===== src/rtl/serrom_pkg.sv =====
package serrom_pkg;
  // strobes from control to datapath
  typedef struct packed {
    logic clear;    // counter back to zero
    logic advance;  // counter plus one
  } ctlStrobe_t;
endpackage


===== src/rtl/serrom_path.sv =====
module serrom_path
  import serrom_pkg::*;
#(
  parameter int DEPTH = 64,
  parameter logic [DEPTH-1:0] IMAGE = '0
) (
  input  logic       clk,
  input  ctlStrobe_t strobe,
  output logic       atLast,
  output logic       bitOut
);
  localparam int ADDR_W = (DEPTH > 2) ? $clog2(DEPTH) : 1;
  localparam logic [ADDR_W-1:0] LAST_ADDR = ADDR_W'(DEPTH - 1);

  logic [ADDR_W-1:0] addr;

  always_ff @(posedge clk) begin
    if (strobe.clear)        addr <= '0;
    else if (strobe.advance) addr <= addr + 1'b1;
  end

  assign atLast = (addr == LAST_ADDR);
  assign bitOut = IMAGE[addr];


  addr_step_chk: assert property (@(posedge clk) disable iff (strobe.clear)
    strobe.advance |=> addr == $past(addr) + 1'b1);


  addr_hold_chk: assert property (@(posedge clk) disable iff (strobe.clear)
    !strobe.advance |=> $stable(addr));


  no_wrap_chk: assert property (@(posedge clk) disable iff (strobe.clear)
    atLast |-> !strobe.advance);
endmodule


===== src/rtl/serrom_ctrl.sv =====
module serrom_ctrl
  import serrom_pkg::*;
(
  input  logic       clk,
  input  logic       rstAct,
  input  logic       chipEn,
  input  logic       atLast,
  output ctlStrobe_t strobe,
  output logic       dataOutEn,
  output logic       cascadeEn
);
  logic done;
  logic running;

  assign running        = chipEn && !rstAct && !done;
  assign strobe.clear   = rstAct;
  assign strobe.advance = running && !atLast;

  always_ff @(posedge clk) begin
    if (rstAct)                 done <= 1'b0;
    else if (running && atLast) done <= 1'b1;
  end

  assign dataOutEn = running;
  assign cascadeEn = done && chipEn && !rstAct;


  done_sticky_chk: assert property (@(posedge clk) disable iff (rstAct)
    done |=> done);


  done_at_end_chk: assert property (@(posedge clk) disable iff (rstAct)
    done |-> atLast);


  drive_excl_chk: assert property (@(posedge clk) disable iff (rstAct)
    !(dataOutEn && cascadeEn));
endmodule


===== src/rtl/serial_cfg_rom.sv =====
module serial_cfg_rom
  import serrom_pkg::*;
#(
  parameter int DEPTH = 64,
  parameter bit RESET_HIGH = 1'b0,
  parameter logic [DEPTH-1:0] IMAGE = 64'hC3A5_0F1E_9B27_D448
) (
  input  logic clk,
  input  logic chipEn,
  input  logic oeRst,
  output logic dataOut,
  output logic dataOutEn,
  output logic cascadeEn
);
  logic       rstAct;
  logic       atLast;
  logic       bitOut;
  ctlStrobe_t strobe;

  generate
    if (RESET_HIGH) begin : g_rstHigh
      assign rstAct = oeRst;
    end else begin : g_rstLow
      assign rstAct = !oeRst;
    end
  endgenerate

  serrom_ctrl u_ctrl (
    .clk      (clk),
    .rstAct   (rstAct),
    .chipEn   (chipEn),
    .atLast   (atLast),
    .strobe   (strobe),
    .dataOutEn(dataOutEn),
    .cascadeEn(cascadeEn)
  );

  serrom_path #(.DEPTH(DEPTH), .IMAGE(IMAGE)) u_path (
    .clk   (clk),
    .strobe(strobe),
    .atLast(atLast),
    .bitOut(bitOut)
  );

  assign dataOut = dataOutEn & bitOut;


  quiet_line_chk: assert property (@(posedge clk) !dataOutEn |-> !dataOut);


  rst_release_chk: assert property (@(posedge clk)
    rstAct |-> !dataOutEn && !cascadeEn);
endmodule


===== config.mk =====
export PLATFORM = sky130hd
export DESIGN_NAME = serial_cfg_rom
export DESIGN_NICKNAME = d
export VERILOG_FILES = /design/src/rtl/serrom_pkg.sv /design/src/rtl/serrom_path.sv /design/src/rtl/serrom_ctrl.sv /design/src/rtl/serial_cfg_rom.sv
export SDC_FILE = /design/constraint.sdc
export NUM_CORES = 1
export LEC_CHECK = 0
export CORE_AREA = 4 4 52 77
export CTS_CLUSTER_SIZE = 10
export DETAILED_ROUTE_END_ITERATION = 10
export DIE_AREA = 0 0 56 81
export DONT_BUFFER_PORTS = 1
export GPL_TIMING_DRIVEN = 1
export SLEW_MARGIN = 15
export SYNTH_ARGS = -nofsm -noshare
export SYNTH_HDL_FRONTEND = slang
export SYNTH_SLANG_ARGS = --single-unit

===== constraint.sdc =====
create_clock -name clk -period 3.5 [get_ports clk]
set_clock_uncertainty 0.05 [all_clocks]
set_input_delay 0.175 -clock clk [delete_from_list [all_inputs] [get_ports clk]]
set_output_delay 0.175 -clock clk [all_outputs]
set_load 0.03 [all_outputs]

==> impl_results.md <==
- Syn Area/Cell: 8.96 um2
- Number of synthesized register bits: 8
- Maximum fanout along the worst path: 9
- Slew @ Worst Pin: 440 ps
- Aggregate routed wire length: 1670 um
- Residual DRC: 0
- # hold bufs at CTS: 0
- Total nets after synthesis: 91
- Total negative slack: 0 ps
- RSZ-0062 raised after global routing: no
- Crit path required time: 3600 ps
- Instance count after placement with tap cells included: 120
- Highest clock rate: 336 MHz
- Clock root buffer: clkbuf_8
- TritonCTS clock tree: built
- Diodes inserted: 0
- H-Tree Depth: 1
- # port buffers: 0
- Synth-to-layout area growth: 8.52%
- Commonest non-fill, non-tap cell in the layout: dfxtp_1
- Pin count of the biggest net entering global routing: 19
- Primary FF master, synth: dfxtp_1
- Summed instance area of the synthesized netlist: 734 um2
- Die ar.: 4540 um2
- MaxCap Viol Count: 0
- Met2 wire length: 914 um
- Floorplan die width: 56 um
- Fraction of the core area covered by cells at the end of the flow: 23.6%
- Met3 WL: 50 um
- Number of enable-type register cells in the synthesized netlist: 0
- Post-synthesis sequential area ratio: 21.8%
- Worst hold start: oeRst
- Final Wtd Congestion: 0.752
- Die height: 81 um
- Shortest period the worst path allows: 2980 ps
- Global Route Usage Sum: 7.70%
- Final std cells w/o fill: 123
- Total routed wire length on the met1 layer: 639 um
- WP data arrival: 3080 ps
- Critical Setup Path Class: flop to flop
- Filler instances: 383
- Max-slew headroom at the worst pin: 70.6%
- Share of the clock period used by the worst path after layout: 85.1%
- Row count: 26
- Worst Setup End Kind: flop
- Gr ovfl total: 0
- Total I/O pin count: 6
- Nets: 92
- Max IR drop VDD: 0.0846 mV
- Leading cell types in the layout, fill and taps excluded: dfxtp_1 (8), ha_1 (6), a31oi_1 (4), nand2_1 (4)
- Sinks on Clock Net: 8
- Detailed-router iteration count before antenna repair: 4
- Status: finished clean
- Critical path startpoint: u_path.addr[0]$_SDFFE_PN0P_
- Hold Fails Final Rpt: 0
- Clock transition at the registers of the reported paths: 50 ps
- Number of cells upsized or downsized after cts: 0
- Final-report setup violation count: 0
- Total power draw: 254 uW
- Total via count after detailed routing: 622
- Gate count after technology mapping: 82
- Largest buffer count on any clock path: 2
- Fraction of final layout cells sized beyond drive strength 1: 12.3%
- First-pass GRT wire length: 2730 um
- Detailed placement HPWL: 1260 um
- Final-report max-slew violation count: 0
- Total power per unit cell area: 319 nW/um2
- Residual antenna-violating net count after detailed routing: 0
- Wire length per cell: 13.5 um
- Via/cell ratio: 5.06
- Clock latency of the later-clocked register in the worst-skew pair: 230 ps
- Cell leakage power: 0.000325 uW
- Number of warnings printed during yosys synthesis: 0
- Critical path startpoint category: flop
- Number of distinct library cell variants in the gate-level netlist after synthesis: 39
- Tightest Hold Check Type: input port to flop
- Number of violations reported at the end of detailed-routing iteration 0: 13
- Post-CTS setup buffer count: 0
- Starting density of the core: 21.7%
- Floorplan Core Area: 3380 um2
- Critical R2R Launch: u_path.addr[0]$_SDFFE_PN0P_
- Share of async-settable or async-resettable flops after synthesis: 0%
- Antenna violations before repair: 0
- TritonCTS buffer count: 3
- Number of global-route vias before repair: 615
- Highest signal layer in the routed design: met4
[worst max-delay path: stages (launching register included)]
cell	delay, ps
dfxtp_1	410
ha_1	340
a21boi_1	390
mux2i_1	410
nor2b_1	170
ha_1	250
o311ai_0	350
o211ai_1	140
o211ai_1	140
o41ai_2	100
mux2i_1	130
[metrics by stage]
step	cell area, um2	hold WS, ps	setup slack, ps
2_1_floorplan	734	308	1070
3_3_place_gp	756	258	701
3_5_place_dp	756	259	578
4_1_cts	797	24.0	544
5_1_grt	797	15.6	338
6_report	797	19.1	521
[kinds of logic after synthesis]
family                     synth area share [%]
DFF                                        21.8
adders and majority gates                  10.2
AOI/OAI and AO/OA                          22.8
and+or+nand+nor                            27.8
buffers and inverters                      6.81
muxes                                      4.60
xor gates and xnor gates                   5.96
[synth_stat cells (2+ instances only)]
library cell	n	area, um2
and3_1	3	18.8
o21ai_0	3	15.0
nand2_1	4	15.0
dfxtp_1	8	160
xnor2_1	2	17.5
a21oi_1	3	15.0
a31oi_1	4	25.0
o211ai_1	3	22.5
inv_1	3	11.3
xor2_1	3	26.3
mux2i_1	2	20.0
ha_1	6	75.1
and2_1	3	18.8
nor2_1	3	11.3
nand3b_1	2	15.0
nand3_1	2	10.0
nor2b_1	3	18.8
and3b_1	2	17.5
buf_6	2	22.5
o311ai_0	2	17.5
[sequential cells by signal, summed over array words and instances, names as in the netlist]
name,flops
bitOut,1
u_ctrl.done,1
u_path.addr,6
[cell type report]
class / count / area [um2] / area share (%)
clock buffers: 3 / 41.3 / 5.18
inverters: 3 / 11.3 / 1.41
multi-input cells: 66 / 524 / 65.8
flip-flops and latches: 8 / 160 / 20.1
well taps: 42 / 52.6 / 6.59
repair buffers: 1 / 7.51 / 0.942
[report_power, final]
part	internal (uW)	total (uW)	leakage, uW	switching [uW]
combinational	17.6	40.7	0.000238	23.2
clock	74.7	113	0.0000216	38.4
sequential	94.4	100	0.0000649	5.61
total	187	254	0.000325	67.2
[per-layer routing]
layer  global-route usage (%)  vias up
met5                        0        -
met4                     4.51        0
met3                     2.23        9
met2                     15.2       10
met1                     6.75      301
li1                         -      302
[final timing paths]
check | end | slack, ps | depth (start not counted)
max | bitOut$_DFF_P_ | 520 | 10
min | u_path.addr[0]$_SDFFE_PN0P_ | 20 | 1
max reg2reg | bitOut$_DFF_P_ | 520 | 10
min reg2reg | u_ctrl.done$_SDFFE_PN0P_ | 560 | 2
Note: power is estimated with default switching activity, not from simulation.
